## config.mk

```make
export PLATFORM = sky130hd
export DESIGN_NAME = tx_stat_irq_ctrl
export DESIGN_NICKNAME = d
export VERILOG_FILES = /design/src/rtl/tx_stat_irq_ctrl.sv
export SDC_FILE = /design/constraint.sdc
export NUM_CORES = 1
export LEC_CHECK = 0
export ABC_AREA = 1
export CAP_MARGIN = 25
export CORE_MARGIN = 2
export CORE_UTILIZATION = 32
export CTS_CLUSTER_SIZE = 25
export DETAILED_ROUTE_END_ITERATION = 7
export HOLD_SLACK_MARGIN = 0.1
export PLACE_DENSITY_LB_ADDON = 0.2
export SYNTH_ARGS = -nofsm -noshare
export SYNTH_HDL_FRONTEND = slang
export SYNTH_SLANG_ARGS = --single-unit
```

## constraint.sdc

```tcl
create_clock -name clk -period 1.08 [get_ports clk]
set_input_delay 0.162 -clock clk [delete_from_list [all_inputs] [get_ports clk]]
set_output_delay 0.162 -clock clk [all_outputs]
set_load 0.1 [all_outputs]
```

## src/rtl/tx_stat_irq_ctrl.sv

```systemverilog
module tx_stat_irq_ctrl #(
  parameter int AW      = 3,
  parameter int ST_ADDR = 0
) (
  input  logic          clk,
  input  logic          rst_n,
  input  logic          bus_cs,
  input  logic          bus_rd,
  input  logic          bus_wr,
  input  logic [AW-1:0] bus_addr,
  input  logic [7:0]    bus_wdata,
  output logic [7:0]    bus_rdata,
  input  logic          attempt_done,
  input  logic          fl_underflow,
  input  logic          fl_collision,
  input  logic          fl_max_tries,
  input  logic          fl_success,
  output logic          irq,
  output logic          ext_rd,
  output logic          ext_wr,
  output logic [1:0]    ext_bank,
  output logic [AW-1:0] ext_addr,
  input  logic [7:0]    ext_rdata
);
  localparam int NCOND = 4;

  logic [NCOND-1:0] cond_q;
  logic             fresh_q;
  logic [7:0]       cmd_q;
  logic             irq_q;

  logic [NCOND-1:0] flags;
  logic             st_sel, st_rd, cmd_wr, ext_hit, hit;

  assign flags   = {fl_success, fl_max_tries, fl_collision, fl_underflow};
  assign st_sel  = bus_cs && (bus_addr == AW'(ST_ADDR));
  assign st_rd   = st_sel && bus_rd;
  assign cmd_wr  = st_sel && bus_wr;
  assign ext_hit = bus_cs && (bus_addr != AW'(ST_ADDR)) && (cmd_q[6:5] != 2'b00);
  assign ext_rd  = ext_hit && bus_rd;
  assign ext_wr  = ext_hit && bus_wr;
  assign ext_bank = cmd_q[6:5];
  assign ext_addr = bus_addr;
  assign hit     = |(flags & cmd_q[NCOND-1:0]);
  assign irq     = irq_q;

  always_comb begin
    bus_rdata = '0;
    if (st_rd)       bus_rdata = {fresh_q, 3'b000, cond_q};
    else if (ext_rd) bus_rdata = ext_rdata;
  end

  always_ff @(posedge clk) begin
    if (!rst_n) begin
      cond_q  <= '0;
      fresh_q <= 1'b1;
      cmd_q   <= '0;
      irq_q   <= 1'b0;
    end else begin
      if (cmd_wr) cmd_q <= bus_wdata;
      if (attempt_done) begin
        cond_q  <= flags;
        fresh_q <= 1'b0;
      end else if (st_rd) begin
        fresh_q <= 1'b1;
      end
      if (attempt_done && hit) irq_q <= 1'b1;
      else if (st_rd)          irq_q <= 1'b0;
    end
  end
endmodule

```

# After elaboration in Yosys (flattened, before gate mapping)
# Cells that the tools add are included.
op_classes:
  addsub: 0
  n_mul: 0
  div: 0
  order_cmp: 0
  n_eq_ne: 0
  shift: 0
  muxes: 6
  n_bitwise: 1
  n_reduce_logical: 14
ops:
  columns: ["cell", "n"]
  rows:
  - ["8-bit two-way mux", 2]
  - ["1-bit logical AND", 8]
  - ["2-bit nonzero test", 3]
  - ["4-bit AND", 1]
  - ["1-bit two-way mux", 4]
  - ["4-bit OR reduction", 1]
  - ["3-bit logical NOT", 1]
  - ["3-bit nonzero test", 1]
totals:
  reg_bits: 13
  latch_bits: 0
  ram_bits: 0
  rom_bits: 0
  inputBits: 29
  output_inout_bits: 16
  elab_cells: 25
  n_memories: 0

# Logic depth before layout (Yosys ltp)
# Gate-level depths: netlist of run 1.
logic_depth:
  ltp_word: 6
  depth_mapped: 6
  mapped_depth_nobuf: 5

# Worst setup path before layout of run 1
# Ideal clock, no wire load.
synth_path:
  path_type: "input -> output"
  startpoint: "input port bus_addr[1]"
  endpoint: "output port bus_rdata[0]"
  t_arrival_ns: 2.635
  required_time_ns: 0.918
  slack_ns: -1.717
  stages: 3
  n_path_buf: 0
  path_cell_list: "nor2_2 -> nand4_1 -> o21ai_0"
synth_between:
  elab_chain_len: 6
  elab_cells_between_ends: 9
  classes_between: "mux: 2; reduce/logical: 7"
synth_lines:
  columns: ["element", "line_no", "text"]
  rows:
  - ["from (decl)", "10", "input logic [AW-1:0] bus_addr,"]
  - ["3-bit nonzero test", "39", "assign ext_hit = bus_cs && (bus_addr != AW'(ST_ADDR)) && (cmd_q[6:5] != 2'b00);"]
  - ["1-bit logical AND (2 in a row)", "39", null]
  - ["1-bit logical AND", "40", "assign ext_rd = ext_hit && bus_rd;"]
  - ["8-bit two-way mux", "50", "else if (ext_rd) bus_rdata = ext_rdata;"]
  - ["8-bit two-way mux (*)", "49", "if (st_rd) bus_rdata = {fresh_q, 3'b000, cond_q};"]
  - ["to (decl)", "12", "output logic [7:0] bus_rdata,"]
# Mark *: on every way between the ends. The rest lies on a longest branch, timed or not.

# Final worst setup path of run 1
layout_path:
  startpoint: "register cmd_q[6]"
  endpoint: "output port bus_rdata[0]"
layout_between:
  elab_chain_len: 5
layout_lines:
  columns: ["element", "line_no", "text"]
  rows:
  - ["from (decl)", "29", "logic [7:0] cmd_q;"]
  - ["from (signal assigned)", "60", "if (cmd_wr) cmd_q <= bus_wdata;"]
  - ["2-bit nonzero test", "39", null]
  - ["1-bit logical AND", "39", null]
  - ["1-bit logical AND", "40", null]
  - ["8-bit two-way mux", "50", null]
  - ["8-bit two-way mux", "49", null]
# Every way passes these cells.

==> results of run 1 <==
-- layout make-up --
cell class / count / area [um^2] / area share
clock buffers: 4 / 36.28 / 0.02341
inverters: 18 / 71.32 / 0.04600
multi-input cells: 64 / 420.4 / 0.2712
flip-flops and latches: 12 / 244.0 / 0.1574
well taps: 27 / 33.78 / 0.02179
repair buffers: 60 / 744.5 / 0.4802
-- path summary, 6_finish.rpt --
| check | from | to | slack [ns] | cells past startpoint |
|---|---|---|---|---|
| max | cmd_q[6]$_SDFFE_PN0P_ | bus_rdata[0] | -0.37 | 4 |
| min | bus_wdata[5] | cmd_q[5]$_SDFFE_PN0P_ | 0.46 | 3 |
| max reg2reg | cmd_q[6]$_SDFFE_PN0P_ | cmd_q[6]$_SDFFE_PN0P_ | 0.24 | 6 |
| min reg2reg | irq$_SDFFE_PN0P_ | irq$_SDFFE_PN0P_ | 0.50 | 2 |
-- flip-flops by register name, indices dropped and copies added, names as in the netlist --
signal and flops:
cmd_q 6, irq 1, cond_q 4, fresh_q 1
-- layout by cell type, fill, tap and decap left out --
| cell | netlist | routed |
|---|---|---|
| sky130_fd_sc_hd__buf_12 | 0 | 18 |
| sky130_fd_sc_hd__buf_4 | 5 | 14 |
| sky130_fd_sc_hd__o21a_4 | 0 | 1 |
| sky130_fd_sc_hd__clkbuf_4 | 0 | 3 |
| sky130_fd_sc_hd__inv_1 | 18 | 16 |
| sky130_fd_sc_hd__clkbuf_16 | 0 | 1 |
| sky130_fd_sc_hd__and3_4 | 0 | 1 |
| sky130_fd_sc_hd__dfxtp_1 | 12 | 9 |
| sky130_fd_sc_hd__nand4_4 | 0 | 1 |
| sky130_fd_sc_hd__nor2_4 | 0 | 4 |
| sky130_fd_sc_hd__dfxtp_2 | 0 | 3 |
| sky130_fd_sc_hd__o21ai_4 | 0 | 5 |
| sky130_fd_sc_hd__o21ai_0 | 10 | 5 |
| sky130_fd_sc_hd__dlygate4sd2_1 | 0 | 2 |
| sky130_fd_sc_hd__nand2_4 | 0 | 1 |
| sky130_fd_sc_hd__nand2_1 | 23 | 22 |
| sky130_fd_sc_hd__clkinvlp_4 | 0 | 1 |
| sky130_fd_sc_hd__a21oi_1 | 5 | 5 |
| sky130_fd_sc_hd__clkdlybuf4s50_1 | 0 | 21 |
| sky130_fd_sc_hd__nor2_2 | 1 | 1 |
| sky130_fd_sc_hd__nor2_1 | 15 | 11 |
| sky130_fd_sc_hd__nand4_1 | 6 | 6 |
| sky130_fd_sc_hd__clkbuf_8 | 1 | 1 |
| sky130_fd_sc_hd__buf_2 | 0 | 1 |
| sky130_fd_sc_hd__nand3_4 | 0 | 1 |
| sky130_fd_sc_hd__inv_2 | 0 | 1 |
| sky130_fd_sc_hd__buf_6 | 1 | 1 |
| sky130_fd_sc_hd__clkbuf_2 | 0 | 2 |
-- metrics by stage --
step                instance area (um^2)  std cells
global placement                    1446        175
global route                        1550        185
CTS                                 1519        183
finish                              1550        185
floorplan                          779.5        101
detailed placement                  1446        175
-- timing repair --
item	in CTS	in global routing
resized for setup	12	6
buffers inserted	4	1
cloned	0	1
setup endpoints to repair	21	18
pin swaps	8	7
-- synth_stat cells (all sizes together) --
library cell,n,area (um^2)
buf,6,48.80
and3,1,6.260
nand3,1,5.000
clkbuf,1,13.76
o21a,1,7.510
nand4,7,50.05
o21ai,10,50.05
inv,18,67.56
dfxtp,12,240.2
nor2,16,62.56
nand2,23,86.33
a21oi,5,25.02
-- per-layer routing --
layer,routed length [um],track usage,up-vias
met4,25,0.06944,0
met3,162,0.03333,4
met5,0,0,-
met2,1140,0.3467,46
met1,892,0.2233,384
li1,-,-,425
-- critical path, delay by kind of cell, from the launching register on --
kind | cells | cell delay [ns]
buffers and inverters | 1 | 0.19
AND/OR/NAND/NOR | 1 | 0.17
flip-flops | 1 | 0.35
AO/OA/AOI/OAI | 2 | 0.29
-- power by group --
part           internal [mW]  total, mW  leakage [nW]  switching [mW]
Combinational          0.188      0.399         0.577           0.212
Clock                  0.205      0.353        0.0210           0.149
Sequential             0.462      0.469        0.0998         0.00735
-- cells by family after synthesis --
kind of cell / count (synthesis) / share of synthesized area
compound gates: 16 / 0.1245
buf+inv: 25 / 0.1962
simple gates: 48 / 0.3170
flops: 12 / 0.3623
==> results.py, run 1 <==
metrics = {
    "global_route": {
        "grt_antenna_before_repair": 0,
        "grt_overflow": 0,
        "largest_net_degree_at_the_start_of_global_routing": 13,
        "grt_pass1_vias": 868,
        "grt.total_usage": 0.1916,
        "wire_length_of_the_first_global_routing_pass_um": 3684,
    },
    "place": {
        "gpl.final_weighted_congestion": 0.7328,
        "post-dp-hpwl_um": 1762,
        "number_of_input_and_output_port_buffers_inserted": 42,
        "detailedPlace.worstSlack_ns": -0.6706,
    },
    "final_layout": {
        "area_growth_syn_to_layout_pct": 133.8,
        "antenna_fix_cells": 0,
        "final_core_utilization": 0.7902,
        "n_fill_cell": 135,
        "drive_gt1_frac": 0.3861,
        "nets": 188,
    },
    "worst_setup_path": {
        "worst-setup-path-type": "flip-flop to primary output",
        "crit_slowest_cell": "sky130_fd_sc_hd__dfxtp_2",
        "cpPeakStageDelay_ns": 0.35,
        "critical_path_cell_sequence": "o21a_4, nand4_1, o21ai_4, buf_12",
        "crit_path_max_fanout": 7,
        "end_kind": "primary output",
        "crit_arrival_ns": 1.28,
        "critical_path_required_ns": 0.92,
        "cp-start-kind": "flip-flop",
    },
    "detailed_routing": {
        "number_of_optimization_iterations_in_the_first_detailed_route_pass": 4,
        "num_vias": 859,
        "vias_per_cell": 4.643,
        "wl_per_cell_um": 12.00,
        "number_of_nets_still_failing_antenna_checks_after_routing": 0,
        "detail_route.iter0.violations": 8,
        "totalWireLength_um": 2220,
        "route.detailed.drc": 0,
    },
    "timing": {
        "rsz0062_at_grt": "true",
        "finalWorstPathRequiredPeriod_ns": 1.445,
        "hold_viol": 0,
        "max_slew.worst_pin.slew_ns": 0.1977,
        "slew_headroom": 0.8668,
        "slew_viol_final": 0,
        "hold_ws_ns": 0.4622,
        "final.setup.worst_slack_ns": -0.3652,
        "setup-violations-final": 11,
        "clock_skew_ns": 0.002241,
        "period_share": 1.338,
        "timing.fmax_mhz": 692.0,
        "setup_total_negative_slack_ns": -3.386,
    },
    "logic_synthesis": {
        "synthCells": 101,
        "post_synth.cell_area_avg_um2": 6.566,
        "netlist_area_um2": 663.1,
        "synth.yosys.warnings": 0,
        "synth.ff_latch_count": 12,
        "synth.yosys.seq_area_share": 0.3623,
        "syn_nets": 130,
        "synth_cell_type_count": 15,
    },
    "clocking": {
        "number_of_buffers_between_clock_root_and_the_deepest_sink": 2,
        "clock_sinks": 12,
        "cts_tree": "done",
        "clock_buffers_created_by_tritoncts": 3,
        "worst_skew_pair.late_latency_ns": 0.27,
        "ctsRootBufferMaster": "sky130_fd_sc_hd__clkbuf_4",
        "clkTransAtPathRegs_ns": 0.08,
        "clock_tree.htree_level_count": 1,
        "cts_hold_repair.buffers": 0,
    },
    "die": {
        "initial_core_util": 0.3380,
        "die_y_um": 49.52,
        "die_area_mm2": 0.002452,
        "design.portCount": 45,
        "coreArea_mm2": 0.001962,
        "floorplan.rows": 16,
        "fp.dieW_um": 49.52,
    },
    "power": {
        "static-leakage-power_nw": 0.6978,
        "design_power_total_mw": 1.222,
        "ir_drop_uv": 700.6,
        "power.density_mw_per_mm2": 788.2,
    },
    "outcome": {
        "outcome": "complete, but fails checks",
        "violations_in_the_final_reports": "negative setup slack",
    },
    "job": {
        "cap_viol_max_count": 0,
    },
    "worst_hold_path": {
        "hp-class": "primary input to flip-flop",
    },
}
(Power assumes the default switching activity.)
==> run 2, diff against run 1 <==
==> constraint.sdc (replaced) <==
create_clock -name clk -period 1.08 [get_ports clk]
set_input_delay 0.162 -clock clk [delete_from_list [all_inputs] [get_ports clk]]
set_output_delay 0.162 -clock clk [all_outputs]
set_load 0.01 [all_outputs]
==> run 2 against run 1 <==
  * The run still ends with negative setup slack left
  * Register-to-register slack better by 0.08 ns
  * Clock power barely moved
  * Wire length is 2.3% higher
  * Core utilization down 8.0 points
  * Sequential power barely moved
  * Die area is the same
  * Total power fell by 9.6%
  * Hold slack gained 0.0019 ns
  * Combinational power is 29% lower
  * Critical endpoint is now ext_wr
  * Largest cell class unchanged
  * Largest power group unchanged
  * Highest routed layer unchanged
==> results.py, run 2 (synthesis gave the netlist of run 1 again) <==
metrics = {
    "power": {
        "design_power_total_mw": 1.104,
        "static-leakage-power_nw": 0.7136,
        "clkPwrFrac": 0.319,
        "power.density_mw_per_mm2": 792.9,
        "power.switching_fraction": 0.2355,
        "ir_drop_uv": 750.9,
        "power_frac_comb": 0.258,
        "cell_internal_pwr_uw": 844.2,
        "power.net_switching_uw": 260.0,
        "share_seq_of_total_power": 0.423,
    },
    "worst_setup_path": {
        "worst_setup_sp": "cmd_q[5]$_SDFFE_PN0P_",
        "critical_path_cell_sequence": "o21a_2, buf_4, buf_6, and3_4, buf_6",
        "end_kind": "primary output",
        "worstReg2RegStart": "cmd_q[1]$_SDFFE_PN0P_",
        "critical_path_required_ns": 0.92,
        "crit_path_max_fanout": 2,
        "crit_arrival_ns": 1.31,
        "worst-setup-path-type": "flip-flop to primary output",
        "cp-start-kind": "flip-flop",
        "critical_path.n_buffers_inverters": 3,
        "cpLargestDelayFamily": "buffers and inverters",
        "path_common_cell": "sky130_fd_sc_hd__buf_6",
        "cpPeakStageDelay_ns": 0.32,
        "crit_slowest_cell": "sky130_fd_sc_hd__dfxtp_2",
    },
    "global_route": {
        "wire_length_of_the_first_global_routing_pass_um": 3470,
        "grt_overflow": 0,
        "largest_net_degree_at_the_start_of_global_routing": 13,
        "grt_antenna_before_repair": 0,
        "grt.total_usage": 0.1808,
        "grt_pass1_vias": 820,
    },
    "detailed_routing": {
        "wl_per_cell_um": 11.24,
        "vias_per_cell": 4.495,
        "totalWireLength_um": 2271,
        "number_of_nets_still_failing_antenna_checks_after_routing": 0,
        "number_of_optimization_iterations_in_the_first_detailed_route_pass": 4,
        "num_vias": 908,
        "route.detailed.drc": 0,
        "detail_route.iter0.violations": 12,
    },
    "timing": {
        "setup-violations-final": 10,
        "finalWorstPathRequiredPeriod_ns": 1.477,
        "clock_skew_ns": 0.004930,
        "timing.fmax_mhz": 677.1,
        "setup_total_negative_slack_ns": -3.693,
        "slew_viol_final": 0,
        "hold_viol": 0,
        "final.setup.worst_slack_ns": -0.3970,
        "period_share": 1.368,
        "hold_ws_ns": 0.4641,
        "rsz0062_at_grt": "true",
        "slew_headroom": 0.8403,
        "max_slew.worst_pin.slew_ns": 0.2388,
    },
    "clocking": {
        "clkTransAtPathRegs_ns": 0.08,
        "ctsRootBufferMaster": "sky130_fd_sc_hd__clkbuf_4",
        "clock_buffers_created_by_tritoncts": 3,
        "worst_skew_pair.late_latency_ns": 0.27,
        "clock_sinks": 12,
        "cts_tree": "done",
        "clock_tree.htree_level_count": 1,
        "number_of_buffers_between_clock_root_and_the_deepest_sink": 2,
    },
    "die": {
        "die_y_um": 49.52,
        "design.portCount": 45,
        "die_area_mm2": 0.002452,
        "floorplan.rows": 16,
        "fp.dieW_um": 49.52,
        "coreArea_mm2": 0.001962,
        "initial_core_util": 0.3380,
    },
    "outcome": {
        "violations_in_the_final_reports": "negative setup slack",
        "outcome": "complete, but fails checks",
    },
    "final_layout": {
        "antenna_fix_cells": 0,
        "regMostFlops": "cmd_q",
        "largest_reg_flops": 6,
        "drive_gt1_frac": 0.3943,
        "nets": 205,
        "reg_top3": "cmd_q: 6 flops, cond_q: 4 flops",
        "n_fill_cell": 172,
        "final_core_utilization": 0.7098,
        "mostFrequentLayoutCell": "sky130_fd_sc_hd__buf_4",
        "area_growth_syn_to_layout_pct": 110.0,
        "mostFrequentLayoutCells": "sky130_fd_sc_hd__buf_4 (30), sky130_fd_sc_hd__clkdlybuf4s50_1 (23), sky130_fd_sc_hd__nand2_1 (21), sky130_fd_sc_hd__inv_1 (16), sky130_fd_sc_hd__nor2_1 (13)",
        "regArea_um2": 242.7,
        "layout.cell_area.non_filler_mm2": 0.001393,
        "multi_input_comb_area_um2": 339.1,
        "final-instance-count-excl-fill": 202,
    },
    "place": {
        "post-dp-hpwl_um": 1370,
        "detailed_place.area_mm2": 0.001202,
        "gpl.final_weighted_congestion": 0.7419,
        "number_of_input_and_output_port_buffers_inserted": 42,
        "place.detailed.instances": 181,
        "detailedPlace.worstSlack_ns": -0.8814,
    },
    "worst_hold_path": {
        "hp-class": "primary input to flip-flop",
        "hp-start": "bus_wdata[3]",
    },
    "job": {
        "cap_viol_max_count": 0,
    },
}
## run 2: tightest hold or removal path, delay by kind of cell
kind	cells	cell delay [ns]
buffers and inverters	1	0.39
and+or+nand+nor	2	0.15
## run 2: cell type report
cell class | count | share of cell area
clock buffer | 4 | 0.02606
inverter | 18 | 0.04852
multi-input combinational | 64 | 0.2435
sequential | 12 | 0.1743
tap | 27 | 0.02426
timing repair buffer | 77 | 0.4834
## run 2: timing repair
item | CTS | global route
cloned | 0 | 1
hold buffers | 0 | 0
hold endpoints to repair | 0 | 0
gates resized for setup | 85 | 9
endpoints found under the setup margin | 24 | 13
buffers inserted | 16 | 1
pin swaps | 7 | 2
## run 2: final timing paths
kind	end	slack, ns	depth (start not counted)
worst max-delay path	ext_wr	-0.40	5
worst min-delay path	cmd_q[3]$_SDFFE_PN0P_	0.46	3
worst min register to register	irq$_SDFFE_PN0P_	0.47	2
worst max register to register	irq$_SDFFE_PN0P_	0.32	4
## run 2: power by group through the flow
stage	registers (mW)	clock network, mW	logic, mW
2_1_floorplan	0.477	0	0.0739
3_3_place_gp	0.477	0	0.240
3_5_place_dp	0.478	0	0.243
4_1_cts	0.467	0.358	0.267
5_1_grt	0.469	0.385	0.307
6_report	0.468	0.352	0.284
## run 2: routing by layer
layer | vias up | share of wire | track usage
met1 | 395 | 0.41 | 0.1951
met3 | 4 | 0.071 | 0.03636
met2 | 43 | 0.51 | 0.3467
li1 | 466 | - | -
met4 | 0 | 0.0092 | 0.05556
met5 | - | 0 | 0
==> run 3, diff against run 2 <==
CORE_MARGIN = default   (was 2)
==> run 3 against run 2 <==
  * The flow still finishes with violations (negative setup slack)
  * Clock power about the same
  * Register-to-register slack lost 0.02 ns
  * Combinational power decreased by 4%
  * Largest power group unchanged
  * Die area down 7.9%
==> results.py, run 3 (synthesis gave the netlist of run 1 again) <==
metrics = {
    "timing": {
        "period_share": 1.290,
        "hold_viol": 0,
        "max_slew.worst_pin.slew_ns": 0.1927,
        "final.setup.worst_slack_ns": -0.3128,
        "setup_total_negative_slack_ns": -2.531,
        "slew_viol_final": 0,
        "setup-violations-final": 10,
        "hold_ws_ns": 0.4553,
        "rsz0062_at_grt": "true",
        "finalWorstPathRequiredPeriod_ns": 1.393,
        "timing.fmax_mhz": 718.0,
        "clock_skew_ns": 0.004403,
        "slew_headroom": 0.8701,
    },
    "place": {
        "gpl.final_weighted_congestion": 0.7321,
        "place.detailed.instances": 178,
        "detailedPlace.worstSlack_ns": -0.9345,
        "number_of_input_and_output_port_buffers_inserted": 42,
        "post-dp-hpwl_um": 1399,
        "detailed_place.area_mm2": 0.001192,
    },
    "final_layout": {
        "layout.cell_area.non_filler_mm2": 0.001325,
        "drive_gt1_frac": 0.3313,
        "largest_reg_flops": 6,
        "antenna_fix_cells": 0,
        "area_growth_syn_to_layout_pct": 99.81,
        "regMostFlops": "cmd_q",
        "nets": 196,
        "multi_input_comb_area_um2": 335.3,
        "n_fill_cell": 177,
        "regArea_um2": 242.7,
        "mostFrequentLayoutCell": "sky130_fd_sc_hd__nand2_1",
        "reg_top3": "cmd_q: 6 flops, cond_q: 4 flops",
        "mostFrequentLayoutCells": "sky130_fd_sc_hd__nand2_1 (22), sky130_fd_sc_hd__clkdlybuf4s50_1 (20), sky130_fd_sc_hd__buf_4 (19), sky130_fd_sc_hd__inv_1 (17), sky130_fd_sc_hd__nor2_1 (13)",
        "final-instance-count-excl-fill": 193,
        "final_core_utilization": 0.6754,
    },
    "worst_setup_path": {
        "r2r_setup_slack_ns": 0.30,
        "cp-start-kind": "flip-flop",
        "crit_arrival_ns": 1.23,
        "setup.worst_path.end": "bus_rdata[7]",
        "critical_path_required_ns": 0.92,
        "worst-r2r-cell-count": 4,
        "worstReg2RegStart": "cmd_q[1]$_SDFFE_PN0P_",
        "crit_path_max_fanout": 4,
        "worst_setup_sp": "cmd_q[5]$_SDFFE_PN0P_",
        "worst-setup-path-type": "flip-flop to primary output",
        "end_kind": "primary output",
        "r2r-end": "irq$_SDFFE_PN0P_",
    },
    "die": {
        "floorplan.rows": 16,
        "fp.dieW_um": 47.52,
        "coreArea_mm2": 0.001962,
        "die_y_um": 47.52,
        "design.portCount": 45,
        "initial_core_util": 0.3380,
        "die_area_mm2": 0.002258,
    },
    "global_route": {
        "grt.total_usage": 0.1969,
        "largest_net_degree_at_the_start_of_global_routing": 13,
        "grt_antenna_before_repair": 0,
        "grt_pass1_vias": 750,
        "wire_length_of_the_first_global_routing_pass_um": 3029,
        "grt_overflow": 0,
    },
    "clocking": {
        "clock_tree.htree_level_count": 1,
        "clock_sinks": 12,
        "number_of_buffers_between_clock_root_and_the_deepest_sink": 2,
        "worst_skew_pair.late_latency_ns": 0.27,
        "cts_hold_repair.buffers": 0,
        "clkTransAtPathRegs_ns": 0.08,
        "clock_buffers_created_by_tritoncts": 3,
        "ctsRootBufferMaster": "sky130_fd_sc_hd__clkbuf_4",
        "cts_tree": "done",
    },
    "outcome": {
        "violations_in_the_final_reports": "negative setup slack",
        "outcome": "complete, but fails checks",
    },
    "power": {
        "power.density_mw_per_mm2": 825.7,
        "ir_drop_uv": 570.3,
        "design_power_total_mw": 1.094,
        "static-leakage-power_nw": 0.7010,
    },
    "worst_hold_path": {
        "timing.hold.worst_path_depth": 2,
        "hp-class": "flip-flop to flip-flop",
        "hp-start": "irq$_SDFFE_PN0P_",
    },
    "detailed_routing": {
        "num_vias": 853,
        "vias_per_cell": 4.420,
        "number_of_optimization_iterations_in_the_first_detailed_route_pass": 4,
        "detail_route.iter0.violations": 4,
        "wl_per_cell_um": 10.88,
        "number_of_nets_still_failing_antenna_checks_after_routing": 0,
        "totalWireLength_um": 2100,
        "route.detailed.drc": 0,
    },
    "job": {
        "cap_viol_max_count": 0,
    },
}
==> run 3: layer usage <==
layer,up-vias,track usage,wire [um]
met5,-,0,0
met4,0,0.1257,41
met3,6,0.03396,177
met2,39,0.3425,1010
met1,359,0.2207,871
li1,449,-,-
==> run 3: repair_timing <==
item	CTS	global route
buffers inserted	12	1
setup endpoints to repair	24	16
gates cloned	1	0
resized for setup	85	4
pin swaps	5	4
==> run 3: worst min-delay path by stage <==
stage,end,slack [ns]
detailed placement,irq$_SDFFE_PN0P_,0.45
global route,cmd_q[5]$_SDFFE_PN0P_,0.47
finish,irq$_SDFFE_PN0P_,0.46
CTS,irq$_SDFFE_PN0P_,0.46
global placement,irq$_SDFFE_PN0P_,0.45
floorplan,cmd_q[0]$_SDFFE_PN0P_,0.30
==> run 3: worst max-delay path: stages, from the launching register on <==
cell	delay, ns
sky130_fd_sc_hd__dfxtp_2	0.34
sky130_fd_sc_hd__o21a_4	0.23
sky130_fd_sc_hd__buf_6	0.12
sky130_fd_sc_hd__nand4_1	0.07
sky130_fd_sc_hd__o21ai_2	0.06
sky130_fd_sc_hd__buf_2	0.14
==> run 3: report_power, final <==
group	total, mW	switching [mW]	internal, mW	leakage (nW)
Sequential	0.468	0.00635	0.462	0.0993
Clock	0.353	0.148	0.205	0.0210
Combinational	0.273	0.105	0.168	0.581
Total	1.09	0.260	0.834	0.701
==> run 3: area by class of cell <==
cell class,count,share of cell area
Timing Repair Buffer,68,0.4599
Inverter,18,0.05099
Tap cell,27,0.02550
Multi-Input combinational cell,64,0.2531
Clock buffer,4,0.02738
Sequential cell,12,0.1832
